<file path="src/rtl/flash_accel_pkg.sv">
package flash_accel_pkg;
  typedef enum logic [1:0] {
    ST_IDLE = 2'd0,
    ST_LOOK = 2'd1,
    ST_ARR  = 2'd2,
    ST_PF   = 2'd3
  } fsm_t;

  localparam logic [1:0] MODE_FAST  = 2'b00;
  localparam logic [1:0] MODE_RSVD  = 2'b01;
  localparam logic [1:0] MODE_SLOW  = 2'b10;
  localparam logic [1:0] MODE_ACCEL = 2'b11;
endpackage

</file>
<file path="src/rtl/flash_array_model.sv">
module flash_array_model #(
  parameter int TAG_W  = 16,
  parameter int LINE_W = 128,
  parameter int WORD_W = 32
) (
  input  logic              clk,
  input  logic [TAG_W-1:0]  line_addr,
  output logic [LINE_W-1:0] line_q
);
  localparam int WPL  = LINE_W / WORD_W;
  localparam int WSEL = $clog2(WPL);
  localparam int WI_W = TAG_W + WSEL;

  logic [LINE_W-1:0] line_d;

  // content is a pure function of the word index, one lane per word
  for (genvar j = 0; j < WPL; j++) begin : g_lane
    logic [WI_W-1:0] wi;
    logic [31:0]     word;
    assign wi   = {line_addr, WSEL'(j)};
    assign word = 32'(wi) ^ {16'(wi) ^ 16'h5A3C, 16'h0000};
    assign line_d[j*WORD_W +: WORD_W] = WORD_W'(word);
  end

  // one fixed cycle of array latency
  always_ff @(posedge clk) begin
    line_q <= line_d;
  end
endmodule

</file>
<file path="src/rtl/flash_trace_buf.sv">
module flash_trace_buf #(
  parameter int TAG_W  = 16,
  parameter int LINE_W = 128,
  parameter int DEPTH  = 4
) (
  input  logic              clk,
  input  logic              rst_n,
  input  logic              clear,
  input  logic [TAG_W-1:0]  lk_tag,
  output logic              hit,
  output logic [LINE_W-1:0] hit_line,
  input  logic              fill_en,
  input  logic [TAG_W-1:0]  fill_tag,
  input  logic [LINE_W-1:0] fill_line,
  output logic              any_valid
);
  localparam int PW = (DEPTH > 1) ? $clog2(DEPTH) : 1;

  logic [DEPTH-1:0]  vld;
  logic [TAG_W-1:0]  tag_q  [DEPTH];
  logic [LINE_W-1:0] data_q [DEPTH];
  logic [PW-1:0]     ptr;
  logic [DEPTH-1:0]  match;

  for (genvar i = 0; i < DEPTH; i++) begin : g_cmp
    assign match[i] = vld[i] && (tag_q[i] == lk_tag);
  end

  always_comb begin
    hit_line = '0;
    for (int i = 0; i < DEPTH; i++) begin
      if (match[i]) hit_line = data_q[i];
    end
  end

  assign hit       = |match;
  assign any_valid = |vld;

  always_ff @(posedge clk or negedge rst_n) begin
    if (!rst_n) begin
      vld <= '0;
      ptr <= '0;
    end else if (clear) begin
      vld <= '0;
      ptr <= '0;
    end else if (fill_en) begin
      vld[ptr] <= 1'b1;
      ptr      <= (int'(ptr) == DEPTH - 1) ? '0 : ptr + 1'b1;
    end
  end

  always_ff @(posedge clk) begin
    if (fill_en && !clear) begin
      tag_q[ptr]  <= fill_tag;
      data_q[ptr] <= fill_line;
    end
  end
endmodule

</file>
<file path="src/rtl/flash_pf_buf.sv">
module flash_pf_buf #(
  parameter int TAG_W  = 16,
  parameter int LINE_W = 128
) (
  input  logic              clk,
  input  logic              rst_n,
  input  logic              clear,
  input  logic [TAG_W-1:0]  lk_tag,
  output logic              hit,
  output logic [LINE_W-1:0] line,
  input  logic              fill_en,
  input  logic [TAG_W-1:0]  fill_tag,
  input  logic [LINE_W-1:0] fill_line,
  output logic              valid
);
  logic [TAG_W-1:0] tag_q;

  always_ff @(posedge clk or negedge rst_n) begin
    if (!rst_n) begin
      valid <= 1'b0;
      tag_q <= '0;
    end else if (clear) begin
      valid <= 1'b0;
    end else if (fill_en) begin
      valid <= 1'b1;
      tag_q <= fill_tag;
    end
  end

  always_ff @(posedge clk) begin
    if (fill_en && !clear) line <= fill_line;
  end

  assign hit = valid && (tag_q == lk_tag);
endmodule

</file>
<file path="src/rtl/flash_read_accel.sv">
module flash_read_accel
  import flash_accel_pkg::*;
#(
  parameter int ADDR_W        = 20,
  parameter int LINE_W        = 128,
  parameter int WORD_W        = 32,
  parameter int TRACE_LINES   = 4,
  parameter int SLOW_WAIT     = 4,
  parameter int ACC_MISS_WAIT = 4
) (
  input  logic              clk,
  input  logic              rst_n,
  input  logic [1:0]        cfg_wait_mode,
  input  logic              cfg_trace_en,
  input  logic [2:0]        cfg_sync_down,
  input  logic              req_valid,
  output logic              req_ready,
  input  logic [ADDR_W-1:0] req_addr,
  output logic              rsp_valid,
  input  logic              rsp_ready,
  output logic [WORD_W-1:0] rsp_data
);
  localparam int OFS_W = $clog2(LINE_W / 8);
  localparam int WSEL  = $clog2(LINE_W / WORD_W);
  localparam int TAG_W = ADDR_W - OFS_W;
  localparam int CNT_W = $clog2(SLOW_WAIT + ACC_MISS_WAIT + 10) + 1;
  localparam logic [CNT_W-1:0] PF_START = CNT_W'(ACC_MISS_WAIT + 1);

  fsm_t              state;
  logic [TAG_W-1:0]  tag_q;
  logic [WSEL-1:0]   wsel_q;
  logic [CNT_W-1:0]  cnt;
  logic [TAG_W-1:0]  arr_tag;
  logic [1:0]        mode_q;
  logic [LINE_W-1:0] line_q;

  logic              accel, mode_chg;
  logic [CNT_W-1:0]  base_wait, demand_start;
  logic              tr_hit, pf_hit, use_tr, use_pf;
  logic [LINE_W-1:0] tr_line, pf_line;
  logic              tr_fill, pf_fill, tr_clear;
  logic              pf_valid, tr_any_valid;
  logic              unused_lsb;

  assign unused_lsb = ^req_addr[OFS_W-WSEL-1:0];

  function automatic logic [WORD_W-1:0] pick(input logic [LINE_W-1:0] l,
                                             input logic [WSEL-1:0] s);
    return l[s*WORD_W +: WORD_W];
  endfunction

  assign accel    = (cfg_wait_mode == MODE_ACCEL);
  assign mode_chg = (cfg_wait_mode != mode_q);
  assign tr_clear = mode_chg || !cfg_trace_en;

  always_comb begin
    unique case (cfg_wait_mode)
      MODE_FAST:  base_wait = '0;
      MODE_ACCEL: base_wait = CNT_W'(ACC_MISS_WAIT);
      default:    base_wait = CNT_W'(SLOW_WAIT);
    endcase
  end

  assign demand_start = base_wait + CNT_W'(cfg_sync_down) + 1'b1;

  assign use_tr  = accel && cfg_trace_en && tr_hit;
  assign use_pf  = accel && pf_hit;
  assign tr_fill = (state == ST_ARR) && (cnt == '0) && accel && cfg_trace_en;
  assign pf_fill = (state == ST_PF) && (cnt == '0);

  assign req_ready = (state == ST_IDLE) && !rsp_valid;

  flash_array_model #(.TAG_W(TAG_W), .LINE_W(LINE_W), .WORD_W(WORD_W)) u_arr (
    .clk      (clk),
    .line_addr(arr_tag),
    .line_q   (line_q)
  );

  flash_trace_buf #(.TAG_W(TAG_W), .LINE_W(LINE_W), .DEPTH(TRACE_LINES)) u_trace (
    .clk      (clk),
    .rst_n    (rst_n),
    .clear    (tr_clear),
    .lk_tag   (tag_q),
    .hit      (tr_hit),
    .hit_line (tr_line),
    .fill_en  (tr_fill),
    .fill_tag (tag_q),
    .fill_line(line_q),
    .any_valid(tr_any_valid)
  );

  flash_pf_buf #(.TAG_W(TAG_W), .LINE_W(LINE_W)) u_pf (
    .clk      (clk),
    .rst_n    (rst_n),
    .clear    (mode_chg),
    .lk_tag   (tag_q),
    .hit      (pf_hit),
    .line     (pf_line),
    .fill_en  (pf_fill),
    .fill_tag (arr_tag),
    .fill_line(line_q),
    .valid    (pf_valid)
  );

  always_ff @(posedge clk or negedge rst_n) begin
    if (!rst_n) begin
      state     <= ST_IDLE;
      tag_q     <= '0;
      wsel_q    <= '0;
      cnt       <= '0;
      arr_tag   <= '0;
      mode_q    <= MODE_ACCEL;
      rsp_valid <= 1'b0;
      rsp_data  <= '0;
    end else begin
      mode_q <= cfg_wait_mode;
      if (rsp_valid && rsp_ready) rsp_valid <= 1'b0;
      unique case (state)
        ST_IDLE: begin
          if (req_valid && req_ready) begin
            tag_q  <= req_addr[ADDR_W-1:OFS_W];
            wsel_q <= req_addr[OFS_W-1:OFS_W-WSEL];
            state  <= ST_LOOK;
          end
        end
        ST_LOOK: begin
          if (use_tr) begin
            rsp_data  <= pick(tr_line, wsel_q);
            rsp_valid <= 1'b1;
            state     <= ST_IDLE;
          end else if (use_pf) begin
            rsp_data  <= pick(pf_line, wsel_q);
            rsp_valid <= 1'b1;
            arr_tag   <= tag_q + 1'b1;
            cnt       <= PF_START;
            state     <= ST_PF;
          end else begin
            arr_tag <= tag_q;
            cnt     <= demand_start;
            state   <= ST_ARR;
          end
        end
        ST_ARR: begin
          if (cnt != '0) begin
            cnt <= cnt - 1'b1;
          end else begin
            rsp_data  <= pick(line_q, wsel_q);
            rsp_valid <= 1'b1;
            if (accel) begin
              arr_tag <= tag_q + 1'b1;
              cnt     <= PF_START;
              state   <= ST_PF;
            end else begin
              state <= ST_IDLE;
            end
          end
        end
        ST_PF: begin
          if (cnt != '0) cnt <= cnt - 1'b1;
          else           state <= ST_IDLE;
        end
        default: state <= ST_IDLE;
      endcase
    end
  end
endmodule

</file>
<file path="config.mk">
export PLATFORM = sky130hd
export DESIGN_NAME = flash_read_accel
export DESIGN_NICKNAME = d
export VERILOG_FILES = /design/src/rtl/flash_accel_pkg.sv /design/src/rtl/flash_array_model.sv /design/src/rtl/flash_trace_buf.sv /design/src/rtl/flash_pf_buf.sv /design/src/rtl/flash_read_accel.sv
export SDC_FILE = /design/constraint.sdc
export NUM_CORES = 1
export LEC_CHECK = 0
export BUFFER_PORTS_ARGS = -buffer_cell sky130_fd_sc_hd__buf_2
export CAP_MARGIN = 10
export CORE_UTILIZATION = 55
export DETAILED_ROUTE_END_ITERATION = 10
export GPL_TIMING_DRIVEN = 0
export PLACE_DENSITY = 0.73
export SYNTH_ARGS = -nofsm -noshare
export SYNTH_HDL_FRONTEND = slang
export SYNTH_SLANG_ARGS = --single-unit
</file>
<file path="constraint.sdc">
create_clock -name clk -period 9.08 [get_ports clk]
set_clock_uncertainty 0.2 [all_clocks]
set_input_delay 0.454 -clock clk [delete_from_list [all_inputs] [get_ports clk]]
set_output_delay 0.454 -clock clk [all_outputs]
set_load 0.05 [all_outputs]
</file>
==> results by group <==
Route
  – DRT Pass-1 Iters: 4
  – Initial DRC Count: 604
  – Via count: 8,600
  – Routed len/inst: 21.5 um
  – Antenna viol nets, final: 0
  – Via-to-Cell Ratio: 5.83
  – Drt drc: 0
  – Final WL: roughly 32 mm

Floorplan
  – Cell row count: between 50 and 60
  – Die Wd: roughly 160 um
  – Starting Density: 56.1%
  – Die ar.: 24,700 um2
  – Core area: 23,500 um2
  – Number of top-level pins: 64
  – Die height: 157 um

Yosys
  – Cell area after synthesis: 13,200 um2
  – Share of flip-flops with an asynchronous set or reset: between 20% and 30%
  – Synth Register Bits: 314
  – Top_reg_cell synth: edfxtp_1
  – Distinct cells, synth: 65
  – Syn nets: 1,052
  – Mapped Cells: 1,010
  – Synth Warn #: 0
  – Avg Cell Area, Syn: around 13 um2
  – Post-synth EDFFs: ~190
  – Sequential share of the synthesized area: approximately two thirds

STA
  – Final Hold Vio Count: 0
  – Final count of pins violating max slew: 0
  – Hold slack: between 20 and 25 ps
  – Final min period: around 3800 ps
  – Worst Slack Setup Final: approximately 5300 ps
  – Max-slew headroom: about 45%
  – RSZ-0062 raised after global routing: false
  – Fin Setup TNS: 0 ps
  – Max Freq: 266 MHz
  – Slew @ Worst Pin: 815 ps
  – Final Cycle Share: 41.4%
  – Final Setup Violations: 0

GRT
  – Initial antenna violation count: 0
  – Remaining Overflow, GRT: 0
  – First-pass GRT wire length: approximately 49 mm
  – Largest net degree at the start of global routing: 56
  – GRT Resource Usage Total: 26.7%
  – Vias in the first global route: around 8,600

Critical path
  – CP top delay family: simple AND/OR/NAND/NOR gates
  – Crit Reg-Reg Startpoint: tag_q[5]
  – Crit Path Category: register to register
  – Worst setup EP type: register
  – WP data arrival: 3990 ps
  – Worst stage delay on the critical path: ~740 ps
  – CP Launch Type: register
  – Slowest-stage cell, CP: nor4_1
  – CP startpoint: tag_q[5]
  – WP data required: 9310 ps
  – Crit-path max FO: 10
  – Worst path bufs/invs: 3
  – Cell repeated most along the worst path: buf_2
  – R2R Setup Slk: 5320 ps
  – Worst-path cell chain: buf_2, xor2_1, nor4_1, nand4_1, a2bb2oi_2, a21oi_2, buf_6, buf_2, o21ai_0, a21oi_1, o31ai_1

Min path
  – Worst Hold Launch: cfg_trace_en
  – HP Class: input port to register

Clock tree
  – CTS tree: built
  – Clk sinks: about 310
  – Clock root cell: clkbuf_16
  – Clock Tree Buf Depth: 3
  – CTS buffer count: 31
  – Post-CTS Resized: 0
  – Clk slew on worst S/H paths: 60 ps
  – Clock latency on the worst-skew pair: 570 ps
  – H-tree level count: 1

Placed design
  – Post-DP HPWL: 21.5 mm
  – Dpl ws: ~5400 ps
  – Placer Congestion: 0.943
  – I/O Buffers: 61
  – Dpl cells: 1,395
  – Dpl cell area: 14,000 um2

Power
  – Max IR drop VDD: 0.240 mV
  – Power Density: 326 nW/um2
  – Sw Ratio: 36.8%
  – LEAKAGE: around 5.8 nW
  – Int Pwr: 3.14 mW
  – Switching power of the nets: 1.83 mW
  – Power share of the clock group: approximately 26%
  – Sequential share of power: 43.2%
  – Gate power share: 31.1%

Finish
  – ANT cells: 0
  – Post-Layout Inst Area: 15,300 um2
  – NumNets Final: 1,172
  – Final Non-Filler Cells: 1,474
  – Share of post-route cells with drive strength above 1: 19.4%
  – P&R area growth vs syn: 15.6%

Run status
  – Status: finished clean

Flow run
  – Max-Cap Viols: 0
-- through the flow --
stage	util, %	power [mW]
detailed placement	59.6	3.70
floorplan	-	3.20
CTS	64.9	4.99
finish	64.9	4.98
global route	64.9	5.21
global placement	59.1	3.65
-- path summary, 6_finish.rpt --
kind / endpoint / cells after the start
worst max-delay path: rsp_data[23] / 11
worst min-delay path: u_trace.ptr[1] / 3
worst max register to register: rsp_data[23] / 11
worst min register to register: u_arr.line_q[100] / 0
max in group asynchronous: mode_q[0] / 3
min in group asynchronous: rsp_data[12] / 2
-- power by group through the flow --
stage | sequential (mW) | clock (mW) | combinational [mW]
after CTS | 2.15 | 1.30 | 1.54
after floorplan | 2.27 | 0 | 0.927
final | 2.15 | 1.28 | 1.55
after global routing | 2.18 | 1.35 | 1.67
after global placement | 2.15 | 0 | 1.49
after detailed placement | 2.17 | 0 | 1.52
-- worst register-to-register path, cell delays in order, from the launching register on --
cell and delay, ps:
dfrtp_1 410, buf_2 240, xor2_1 220, nor4_1 740, nand4_1 330, a2bb2oi_2 230
a21oi_2 350, buf_6 210, buf_2 290, o21ai_0 160, a21oi_1 150, o31ai_1 90
-- Yosys cell counts (5+ instances only) --
master | number | share of area (%)
a21o_1 | 5 | 0.28
a21oi_1 | 52 | 2.0
a221oi_1 | 22 | 1.5
and2_1 | 11 | 0.52
and3_1 | 13 | 0.62
and4_1 | 11 | 0.73
buf_2 | 28 | 1.1
buf_4 | 11 | 0.62
clkbuf_1 | 17 | 0.48
dfrtp_1 | 92 | 17
dfxtp_1 | 26 | 3.9
edfxtp_1 | 194 | 44
ha_1 | 12 | 1.1
inv_1 | 29 | 0.82
mux2_2 | 26 | 2.2
nand2_1 | 60 | 1.7
nand2b_1 | 8 | 0.38
nand3_1 | 16 | 0.61
nand4_1 | 13 | 0.62
nor2_1 | 62 | 1.8
nor3_1 | 9 | 0.34
nor4_1 | 9 | 0.43
o211ai_1 | 5 | 0.28
o21ai_0 | 41 | 1.6
o21ai_1 | 9 | 0.34
o22ai_1 | 23 | 1.1
o31ai_1 | 22 | 1.2
or2_2 | 24 | 1.1
or3_1 | 5 | 0.24
xnor2_1 | 57 | 3.8
xor2_1 | 40 | 2.7
-- cell type report --
class	count	area (um2)
sequential	314	8700
tap	319	399
clock buffer	47	940
buffer	58	309
multi-input combinational	609	4110
fill	1777	8260
inverter	29	109
timing repair buffer	87	626
clock inverter	11	92.6
-- registers in the layout, summed over array words and instances, names as in the netlist, 4 cells and up --
signal / count
arr_tag: 16
cnt: 6
rsp_data: 26
tag_q: 16
u_arr.line_q: 26
u_pf.line: 26
u_pf.tag_q: 16
u_trace.data_q: 104
u_trace.tag_q: 64
u_trace.vld: 4
-- what timing repair did --
action	CTS	global route
hold endpoints to repair	59	0
hold buffers	21	0
setup endpoints to repair	0	0
setup buffers	0	0
-- metal layers --
metal,global-route usage (%),part of all wire (%),up-vias
met4,9.71,3.7,0
met5,0,0,-
met1,34.4,41,4281
met2,46.9,50,285
met3,3.06,5.1,74
li1,-,-,3960
-- logic make-up (layout without fill, tap and decap cells) --
group / count (synthesis) / count (layout) / synth area share (%)
flip-flops: 314 / 314 / 65.8
XOR/XNOR: 98 / 98 / 6.55
adder cells (fa/ha/maj): 12 / 12 / 1.14
AO/OA/AOI/OAI: 211 / 211 / 10.6
multiplexers: 29 / 29 / 2.44
AND/OR/NAND/NOR: 259 / 259 / 10.3
buffers and inverters: 87 / 232 / 3.16
-- layout by cell type (no fill, tap or decap), types with 5 or more instances in the layout --
cell           netlist  routed
a21oi_1             52      52
buf_2               28      88
nand4_1             13      13
nand2_1             60      60
o21ai_0             41      41
and2_1              11       7
clkinv_2             0       7
xor2_1              40      40
or3_1                5       5
nor2_1              62      62
xnor2_1             57      57
clkbuf_1            17      26
dlygate4sd3_1        0      21
edfxtp_1           194     194
buf_4               11      12
nand2b_1             8       8
nor4_1               9       9
o21ai_1              9       9
dfxtp_1             26      26
a221oi_1            22      22
o22ai_1             23      23
nor3_1               9       9
nand3_1             16      16
a21o_1               5       5
o211ai_1             5       5
inv_1               29      29
ha_1                12      12
o31ai_1             22      22
clkbuf_16            0      34
dfrtp_1             92      92
and3_1              13      12
and4_1              11      11
or2_2               24      24
mux2_2              26      26
Power figures use the tool's default switching activity.
